===== src/rtl/ack_poll_pkg.sv =====
package ack_poll_pkg;

  typedef enum logic [1:0] {
    BUS_START = 2'd0,
    BUS_BYTE  = 2'd1,
    BUS_STOP  = 2'd2
  } bus_op_e;

  typedef enum logic [2:0] {
    SQ_IDLE  = 3'd0,
    SQ_START = 3'd1,
    SQ_ADDR  = 3'd2,
    SQ_INSTR = 3'd3,
    SQ_STOP  = 3'd4
  } seq_state_e;

  typedef enum logic [1:0] {
    END_RETRY = 2'd0,
    END_DONE  = 2'd1,
    END_FAIL  = 2'd2
  } stop_kind_e;

  typedef enum logic [1:0] {
    LK_IDLE = 2'd0,
    LK_SEND = 2'd1,
    LK_WAIT = 2'd2
  } link_state_e;

endpackage


===== src/rtl/poll_link.sv =====
module poll_link
  import ack_poll_pkg::*;
#(
  parameter int DATA_W = 8
) (
  input  logic              clk,
  input  logic              rst,
  input  logic              issue_i,
  input  bus_op_e           op_i,
  input  logic [DATA_W-1:0] data_i,
  output logic              cmd_valid_o,
  input  logic              cmd_ready_i,
  output bus_op_e           cmd_op_o,
  output logic [DATA_W-1:0] cmd_data_o,
  input  logic              rsp_valid_i,
  input  logic              rsp_ack_i,
  output logic              fin_o,
  output logic              fin_ack_o
);

  link_state_e lk_q;

  always_ff @(posedge clk) begin
    if (rst) begin
      lk_q        <= LK_IDLE;
      cmd_valid_o <= 1'b0;
      cmd_op_o    <= BUS_START;
      cmd_data_o  <= '0;
      fin_o       <= 1'b0;
      fin_ack_o   <= 1'b0;
    end else begin
      fin_o <= 1'b0;
      unique case (lk_q)
        LK_IDLE: begin
          if (issue_i) begin
            cmd_valid_o <= 1'b1;
            cmd_op_o    <= op_i;
            cmd_data_o  <= data_i;
            lk_q        <= LK_SEND;
          end
        end
        LK_SEND: begin
          if (cmd_ready_i) begin
            cmd_valid_o <= 1'b0;
            lk_q        <= LK_WAIT;
          end
        end
        LK_WAIT: begin
          if (rsp_valid_i) begin
            fin_o     <= 1'b1;
            fin_ack_o <= rsp_ack_i;
            lk_q      <= LK_IDLE;
          end
        end
        default: lk_q <= LK_IDLE;
      endcase
    end
  end

  // an offered command stays put until it is taken
  assert_offer_hold_R9: assert property (@(posedge clk) disable iff (rst)
    (cmd_valid_o && !cmd_ready_i) |=>
      (cmd_valid_o && $stable(cmd_op_o) && $stable(cmd_data_o)));

  // the sequencer only hands over a command while the link is free
  assert_single_outstanding_R9: assert property (@(posedge clk) disable iff (rst)
    issue_i |-> (lk_q == LK_IDLE));

endmodule


===== src/rtl/poll_budget.sv =====
module poll_budget #(
  parameter int MAX_POLLS = 8,
  parameter int CNT_W     = $clog2(MAX_POLLS + 1)
) (
  input  logic             clk,
  input  logic             rst,
  input  logic             clear_i,
  input  logic             bump_i,
  output logic [CNT_W-1:0] count_o,
  output logic             last_o
);

  localparam logic [CNT_W-1:0] LAST_IDX = CNT_W'(MAX_POLLS - 1);

  always_ff @(posedge clk) begin
    if (rst || clear_i) begin
      count_o <= '0;
    end else if (bump_i && (count_o != CNT_W'(MAX_POLLS))) begin
      count_o <= count_o + 1'b1;
    end
  end

  assign last_o = (count_o == LAST_IDX);

  // the refusal tally never passes the budget
  assert_count_bound_R7: assert property (@(posedge clk) disable iff (rst)
    count_o <= CNT_W'(MAX_POLLS));

endmodule


===== src/rtl/poll_seq.sv =====
module poll_seq
  import ack_poll_pkg::*;
#(
  parameter int ADDR_W = 7,
  parameter int DATA_W = 8
) (
  input  logic              clk,
  input  logic              rst,
  input  logic              start_i,
  input  logic [ADDR_W-1:0] slave_addr_i,
  input  logic              more_op_i,
  input  logic [DATA_W-1:0] instr_i,
  output logic              busy_o,
  output logic              done_o,
  output logic              err_o,
  output logic              issue_o,
  output bus_op_e           op_o,
  output logic [DATA_W-1:0] data_o,
  input  logic              fin_i,
  input  logic              fin_ack_i,
  output logic              clear_o,
  output logic              bump_o,
  input  logic              last_i
);

  localparam int PAD_W = DATA_W - ADDR_W - 1;

  seq_state_e        st_q;
  stop_kind_e        kind_q;
  logic [ADDR_W-1:0] addr_q;
  logic              more_q;
  logic [DATA_W-1:0] instr_q;
  logic [DATA_W-1:0] addr_byte;

  generate
    if (PAD_W > 0) begin : g_pad
      assign addr_byte = {{PAD_W{1'b0}}, addr_q, 1'b0};
    end else begin : g_nopad
      assign addr_byte = {addr_q, 1'b0};
    end
  endgenerate

  always_ff @(posedge clk) begin
    if (rst) begin
      st_q    <= SQ_IDLE;
      kind_q  <= END_RETRY;
      addr_q  <= '0;
      more_q  <= 1'b0;
      instr_q <= '0;
      busy_o  <= 1'b0;
      done_o  <= 1'b0;
      err_o   <= 1'b0;
      issue_o <= 1'b0;
      op_o    <= BUS_START;
      data_o  <= '0;
      clear_o <= 1'b0;
      bump_o  <= 1'b0;
    end else begin
      issue_o <= 1'b0;
      done_o  <= 1'b0;
      err_o   <= 1'b0;
      clear_o <= 1'b0;
      bump_o  <= 1'b0;
      unique case (st_q)
        SQ_IDLE: begin
          if (start_i) begin
            addr_q  <= slave_addr_i;
            more_q  <= more_op_i;
            instr_q <= instr_i;
            busy_o  <= 1'b1;
            clear_o <= 1'b1;
            issue_o <= 1'b1;
            op_o    <= BUS_START;
            data_o  <= '0;
            st_q    <= SQ_START;
          end
        end
        SQ_START: begin
          if (fin_i) begin
            issue_o <= 1'b1;
            op_o    <= BUS_BYTE;
            data_o  <= addr_byte;
            st_q    <= SQ_ADDR;
          end
        end
        SQ_ADDR: begin
          if (fin_i) begin
            issue_o <= 1'b1;
            if (fin_ack_i && more_q) begin
              op_o   <= BUS_BYTE;
              data_o <= instr_q;
              st_q   <= SQ_INSTR;
            end else begin
              op_o   <= BUS_STOP;
              data_o <= '0;
              st_q   <= SQ_STOP;
              if (fin_ack_i) begin
                kind_q <= END_DONE;
              end else begin
                bump_o <= 1'b1;
                kind_q <= last_i ? END_FAIL : END_RETRY;
              end
            end
          end
        end
        SQ_INSTR: begin
          if (fin_i) begin
            done_o <= 1'b1;
            busy_o <= 1'b0;
            st_q   <= SQ_IDLE;
          end
        end
        SQ_STOP: begin
          if (fin_i) begin
            unique case (kind_q)
              END_RETRY: begin
                issue_o <= 1'b1;
                op_o    <= BUS_START;
                data_o  <= '0;
                st_q    <= SQ_START;
              end
              END_DONE: begin
                done_o <= 1'b1;
                busy_o <= 1'b0;
                st_q   <= SQ_IDLE;
              end
              default: begin
                err_o  <= 1'b1;
                busy_o <= 1'b0;
                st_q   <= SQ_IDLE;
              end
            endcase
          end
        end
        default: st_q <= SQ_IDLE;
      endcase
    end
  end

  // captured request is frozen for the whole episode
  assert_capture_frozen_R2: assert property (@(posedge clk) disable iff (rst)
    busy_o |=> ($stable(addr_q) && $stable(more_q) && $stable(instr_q)));

  // busy only rises in answer to a start request
  assert_busy_cause_R2: assert property (@(posedge clk) disable iff (rst)
    $rose(busy_o) |-> $past(start_i));

  // a finishing pulse always closes an active episode
  assert_finish_closes_R8: assert property (@(posedge clk) disable iff (rst)
    (done_o || err_o) |-> ($past(busy_o) && !busy_o));

endmodule


===== src/rtl/ack_poll_master.sv =====
module ack_poll_master
  import ack_poll_pkg::*;
#(
  parameter int ADDR_W    = 7,
  parameter int DATA_W    = 8,
  parameter int MAX_POLLS = 8
) (
  input  logic              clk,
  input  logic              rst,
  input  logic              start_i,
  input  logic [ADDR_W-1:0] slave_addr_i,
  input  logic              more_op_i,
  input  logic [DATA_W-1:0] instr_i,
  output logic              busy_o,
  output logic              done_o,
  output logic              err_o,
  output logic              cmd_valid_o,
  input  logic              cmd_ready_i,
  output logic [1:0]        cmd_op_o,
  output logic [DATA_W-1:0] cmd_data_o,
  input  logic              rsp_valid_i,
  input  logic              rsp_ack_i
);

  localparam int CNT_W = $clog2(MAX_POLLS + 1);

  logic              issue;
  bus_op_e           issue_op;
  logic [DATA_W-1:0] issue_data;
  logic              fin;
  logic              fin_ack;
  logic              b_clear;
  logic              b_bump;
  logic              b_last;
  logic [CNT_W-1:0]  b_count;
  bus_op_e           link_op;

  poll_seq #(
    .ADDR_W(ADDR_W),
    .DATA_W(DATA_W)
  ) seq_i (
    .clk         (clk),
    .rst         (rst),
    .start_i     (start_i),
    .slave_addr_i(slave_addr_i),
    .more_op_i   (more_op_i),
    .instr_i     (instr_i),
    .busy_o      (busy_o),
    .done_o      (done_o),
    .err_o       (err_o),
    .issue_o     (issue),
    .op_o        (issue_op),
    .data_o      (issue_data),
    .fin_i       (fin),
    .fin_ack_i   (fin_ack),
    .clear_o     (b_clear),
    .bump_o      (b_bump),
    .last_i      (b_last)
  );

  poll_budget #(
    .MAX_POLLS(MAX_POLLS),
    .CNT_W    (CNT_W)
  ) budget_i (
    .clk    (clk),
    .rst    (rst),
    .clear_i(b_clear),
    .bump_i (b_bump),
    .count_o(b_count),
    .last_o (b_last)
  );

  poll_link #(
    .DATA_W(DATA_W)
  ) link_i (
    .clk        (clk),
    .rst        (rst),
    .issue_i    (issue),
    .op_i       (issue_op),
    .data_i     (issue_data),
    .cmd_valid_o(cmd_valid_o),
    .cmd_ready_i(cmd_ready_i),
    .cmd_op_o   (link_op),
    .cmd_data_o (cmd_data_o),
    .rsp_valid_i(rsp_valid_i),
    .rsp_ack_i  (rsp_ack_i),
    .fin_o      (fin),
    .fin_ack_o  (fin_ack)
  );

  assign cmd_op_o = link_op;

  // completion and timeout are exclusive
  assert_one_outcome_R8: assert property (@(posedge clk) disable iff (rst)
    $onehot0({done_o, err_o}));

  // the bus is only driven during an episode
  assert_offer_in_episode_R8: assert property (@(posedge clk) disable iff (rst)
    cmd_valid_o |-> busy_o);

  // timeout only after the whole budget was refused
  assert_timeout_budget_R7: assert property (@(posedge clk) disable iff (rst)
    err_o |-> (b_count == CNT_W'(MAX_POLLS)));

endmodule


===== config.mk =====
export PLATFORM = sky130hd
export DESIGN_NAME = ack_poll_master
export DESIGN_NICKNAME = d
export VERILOG_FILES = /design/src/rtl/ack_poll_pkg.sv /design/src/rtl/poll_link.sv /design/src/rtl/poll_budget.sv /design/src/rtl/poll_seq.sv /design/src/rtl/ack_poll_master.sv
export SDC_FILE = /design/constraint.sdc
export NUM_CORES = 1
export LEC_CHECK = 0
export BUFFER_PORTS_ARGS = -buffer_cell sky130_fd_sc_hd__buf_4
export CAP_MARGIN = 20
export CORE_ASPECT_RATIO = 2
export CORE_MARGIN = 10
export CORE_UTILIZATION = 40
export CTS_CLUSTER_DIAMETER = 30
export DETAILED_ROUTE_END_ITERATION = 16
export PLACE_DENSITY_LB_ADDON = 0.15
export SLEW_MARGIN = 20
export SYNTH_ARGS = -nofsm -noshare
export SYNTH_HDL_FRONTEND = slang
export SYNTH_SLANG_ARGS = --single-unit

===== constraint.sdc =====
create_clock -name clk -period 1.7 [get_ports clk]
set_clock_uncertainty 0.1 [all_clocks]
set_input_delay 0.085 -clock clk [delete_from_list [all_inputs] [get_ports clk]]
set_output_delay 0.085 -clock clk [all_outputs]
set_load 0.005 [all_outputs]

**Yosys cells after proc, flatten, opt, wreduce, memory -nomap -nowiden**

Cells that the tools add are included.

- Flip-flop bits (word level): 56
- Input port bits: 22
- Output and inout port bits: 14
- Logic and storage cells: 117

- $add $sub $neg: 1
- Eq/ne operators: 19
- Mux-type cells: 47
- Bitwise operators: 6
- Reductions and logical operators: 24

Operators with widths:

| cell | number |
|---|---|
| 8-bit two-way mux | 6 |
| 8-bit case mux with 4 select lines | 1 |
| 2-bit two-way mux | 11 |
| 3-bit two-way mux | 6 |
| 1-bit two-way mux | 16 |
| 3-bit case mux with 5 select lines | 1 |
| 2-bit by 1-bit != test with 1-bit output, second input constant | 5 |
| 2-bit != test, second input constant | 5 |
| 5-bit AND reduction | 2 |
| 3-bit AND reduction | 3 |
| 2-bit case mux with 4 select lines | 1 |
| 2-bit OR reduction | 4 |
| 3-bit by 2-bit == test with 1-bit output, second input constant | 2 |
| 1-bit NOT | 6 |
| 1-bit case mux with 3 select lines | 2 |
| 2-bit case mux with 3 select lines | 1 |
| 2-bit AND reduction | 3 |
| 6-bit AND reduction | 1 |
| 4-bit by 1-bit adder with 4-bit output, second input constant | 1 |
| 2-bit by 1-bit == test with 1-bit output, second input constant | 2 |
| 4-bit by 3-bit == test with 1-bit output, second input constant | 1 |
| 2-bit zero test | 2 |
| 4-bit != test, second input constant | 1 |
| 1-bit case mux with 2 select lines | 2 |
| other kinds (11) | 12 |

**Logic depth before layout (Yosys ltp)**

- Depth in word-level cells: 4
- Gate-level depth with buffers: 8

**Modules after synthesis**

A second synthesis with hierarchy kept.

- Cells, all modules: 275
- Area, all modules: 2558.7 um2

Modules (own cells, without submodules):

| module | instances | cells an instance | area each (um2) | seq. area each (um2) |
|---|---|---|---|---|
| poll_seq | 1 | 185 | 1649.1 | 740.7 |
| poll_link | 1 | 64 | 671.9 | 300.3 |
| poll_budget | 1 | 26 | 237.7 | 80.1 |

**Worst setup path before layout**

No wires, ideal clock.

- Path kind: reg-to-reg
- From: register seq_i.st_q[0]
- To: register seq_i.instr_q[6]
- Setup time: 0.132 ns
- Arrival: 1.513 ns
- Setup slack: -0.045 ns
- Cell stages (with the launch flop): 9
- Period minus slack after synthesis: 1.745 ns
- Path through: dfxtp_1 buf_6 or2_1 buf_6 or3b_1 buf_2 buf_6 nand2_1 a21oi_1

- Word-level cells in the longest chain between the ends: 2

Ends and longest elaborated chain:

| element | line | RTL |
|---|---|---|
| start: declaration | poll_seq.sv:28 | `seq_state_e st_q;` |
| start signal: assignment | poll_seq.sv:45 | `st_q <= SQ_IDLE;` |
| start signal: assignment | poll_seq.sv:75 | `st_q <= SQ_START;` |
| start signal: assignment | poll_seq.sv:83 | `st_q <= SQ_ADDR;` |
| 3-bit zero test | poll_seq.sv:64 | `unique case (st_q)` |
| 2-bit AND reduction (no line) | -- |  |
| end signal: assignment | poll_seq.sv:69 | `instr_q <= instr_i;` |
| end: declaration | poll_seq.sv:32 | `logic [DATA_W-1:0] instr_q;` |

No other way between the ends.
A chain may end at the register's enable or synchronous reset.

**Final worst setup path**

- From: register seq_i.st_q[2]
- To: register seq_i.kind_q[1]

- Word-level cells in the longest chain between the ends: 2

Ends and longest elaborated chain:

| element | line | RTL |
|---|---|---|
| 3-bit by 2-bit == test with 1-bit output | poll_seq.sv:64 |  |
| 3-bit AND reduction (no line) | -- |  |
| end signal: assignment | poll_seq.sv:101 | `kind_q <= last_i ? END_FAIL : END_RETRY;` |
| end: declaration | poll_seq.sv:29 | `stop_kind_e kind_q;` |

No other way between the ends.

==> metrics.md <==
| Metric | Value |
|---|---|
| End of the worst register-to-register path | `seq_i.kind_q[1]` |
| P&R area growth vs syn | `34.6%` |
| DIE HEIGHT | `128 um` |
| Post-synth top cells | `dfxtp_1, nand2_1, a21oi_1` |
| IO buf count | `35` |
| Synthesized area per cell | `8.89 sq um` |
| Relative slew slack | `61.4%` |
| Root buf cell | `clkbuf_16` |
| Crit path cell chain | `buf_4 -> nor3b_4 -> nand3_4 -> or4_4 -> a21oi_1` |
| Diode count | `0` |
| # DRC | `0` |
| Reg2Reg Depth | `5` |
| Drt wl/cell | `14.0 um` |
| Detailed-route via count | `1999` |
| Multi-input gate area | `1140 sq um` |
| Critical Path AT | `1.76 ns` |
| Reg clk slew, reported paths | `0.07 ns` |
| Largest net degree at the start of global routing | `56` |
| Design area | `3140 sq um` |
| Clk buf depth | `2` |
| Synth area leaders | `dfxtp_1, nand2_1, mux2i_1` |
| Final Slew Violations | `0` |
| Crit path max-delay family | `simple AND/OR/NAND/NOR gates` |
| Vias per cell | `5.17` |
| Fin Hold WS | `0.0190 ns` |
| Placement Cell Area | `2710 sq um` |
| Global-route wire length before repair | `9.07 mm` |
| Register Area | `1120 sq um` |
| Post-DRT Antenna Nets | `0` |
| Initial core utilization | `40.8%` |
| Final WL | `5.41 mm` |
| Critical Path Max Stage Delay | `0.49 ns` |
| Period utilization | `96.6%` |
| Worst Setup End Kind | `flop` |
| Fin crit period | `1.64 ns` |
| Worst slew pin tran | `0.579 ns` |
| R2r startpoint | `seq_i.st_q[2]` |
| Critical path type | `flop to flop` |
| WP buf/inv | `1` |
| Total global-route track usage | `11.8%` |
| EDFF count, synth | `0` |
| Pwr dens | `937 nW/um^2` |
| Largest area contributor in the netlist | `dfxtp_1` |
| Leak | `1.26 nW` |
| Initial antenna violation count | `0` |
| H-tree depth | `2` |
| RSZ-0062 raised after global routing | `no` |
| Yosys cell types | `39` |
| Yosys top cell area share | `48.1%` |
| Asr flop ratio synth | `0%` |
| Routability cong. | `0.768` |
| Worst skew pair latency | `0.29 ns` |
| Min-Delay Endpoint | `link_i.fin_o` |
| Slowest cell on the critical path | `or4_4` |
| Register area share after synthesis | `48.1%` |
| Final setup fails | `0` |
| Grt total ovfl | `0` |
| Synthesized cell area | `2330 sq um` |
| Worst Path Required | `1.82 ns` |
| Worst hold stages | `3` |
| Max IR drop VDD | `0.768 mV` |
| Synth warnings | `0` |
| Nets@finish | `349` |
| Syn nets | `286` |
| Die width | `74.0 um` |
| Outcome | `completed` |
| Top Ports | `36` |
| Max-cap violations | `0` |
| Flop-to-flop setup slack | `0.06 ns` |
| Post-synth top flop | `dfxtp_1` |
| Num CTS Buffers | `5` |
| Register bit count reported by yosys | `56` |
| Dpl hpwl | `3.86 mm` |
| Drt first pass iters | `4` |
| Endpoints failing hold | `0` |
| Fill cells | `553` |
| Vias in the first global route | `1972` |
| TritonCTS clock tree | `yes` |
| Cells after Synth | `262` |
| Clk sink count | `56` |
| Layout cells sized above 1 | `24.5%` |
| HP Start | `rsp_valid_i` |
| Startpoint Class | `flop` |
| Tightest Hold Check Type | `input port to flop` |
| 1st-iter DRT viols | `106` |
| F_max | `0.609 GHz` |
| Worst Setup SP | `seq_i.st_q[2]` |
| Core area | `5710 sq um` |
| Crit path max fanout | `9` |
| Die area | `9460 sq um` |
| Std-Cell Rows | `39` |
| Top-count cell post-synth | `dfxtp_1` |
==> power by group <==
| part | internal (mW) | switching [mW] |
|---|---|---|
| logic | 0.180 | 0.158 |
| registers | 1.37 | 0.0416 |
| clock network | 0.738 | 0.449 |
| total | 2.29 | 0.649 |
==> placed cells by master, fill, tap and decap left out, types with 2 or more instances in the layout <==
cell type	n
a21oi_1	26
clkbuf_16	5
nor3_1	12
nor2_1	24
ha_1	2
inv_1	3
nor2b_1	3
o21ai_0	4
dlygate4sd3_1	18
xor2_1	2
nand4_1	8
nand3b_1	5
mux2i_1	15
dfxtp_2	2
dfxtp_1	54
a311oi_1	8
nand2_1	46
nand3_1	6
buf_4	55
nor3b_4	3
==> repair_timing <==
item | CTS | global route
resized for setup | 7 | 10
cloned | 0 | 1
endpoints found under the setup margin | 7 | 21
hold buffers | 18 | 0
setup buffers | 0 | 1
hold endpoints to repair | 18 | 0
pin swaps | 0 | 4
==> metrics by stage <==
stage / TNS, ns / power, mW / setup slack, ns / utilization, % / std cells
floorplan: 0 / 1.62 / 0.000325 / - / 262
detailed placement: -0.0982 / 1.73 / -0.0603 / 47.4 / 359
finish: 0 / 2.94 / 0.0583 / 54.9 / 387
global placement: 0 / 1.72 / 0.0283 / 47.4 / 359
global route: 0 / 3.07 / 0.00113 / 54.9 / 387
CTS: 0 / 2.97 / 0.0196 / 54.1 / 385
==> sequential cells by signal, summed over array words and instances, names as in the netlist, 2 cells and up <==
register           flops
seq_i.op_o             2
link_i.lk_q            2
seq_i.st_q             3
seq_i.instr_q          8
seq_i.data_o           8
link_i.cmd_data_o      8
budget_i.count_o       4
seq_i.kind_q           2
link_i.cmd_op_o        2
seq_i.addr_q           7
==> worst max path at each step <==
stage | cells after the start | endpoint | slack, ns
floorplan | 8 | seq_i.instr_q[6] | 0.0003
global placement | 4 | seq_i.data_o[7] | 0.03
detailed placement | 4 | seq_i.data_o[3] | -0.06
CTS | 5 | seq_i.kind_q[1] | 0.02
global route | 6 | seq_i.data_o[3] | 0.001
finish | 5 | seq_i.kind_q[1] | 0.06
==> worst min-delay path, stage by stage <==
cell,delay (ns)
buf_4,0.11
nand3b_1,0.11
nor2_1,0.05
==> per-layer routing <==
metal	track usage [%]	vias up	part of all wire [%]
li1	-	1038	-
met1	13.1	928	40
met4	4.96	0	0.78
met3	3.10	2	4.1
met2	20.1	31	55
met5	0	-	0
==> logic make-up after synthesis <==
logic type	after synthesis	synth area share, %
adders and majority gates	2	1.07
buffers and inverters	21	4.94
DFF	56	48.1
AOI/OAI and AO/OA	44	11.5
muxes	16	6.87
and+or+nand+nor	120	26.3
xor gates and xnor gates	3	1.13
==> cell type report <==
type,instances,area share [%]
clock buffers,6,4.43
clock inverters,2,1.24
inverters,3,0.359
multi-input cells,185,36.4
flip-flops and latches,56,35.8
well taps,61,2.43
repair buffers,74,19.3
(Power assumes the default switching activity.)
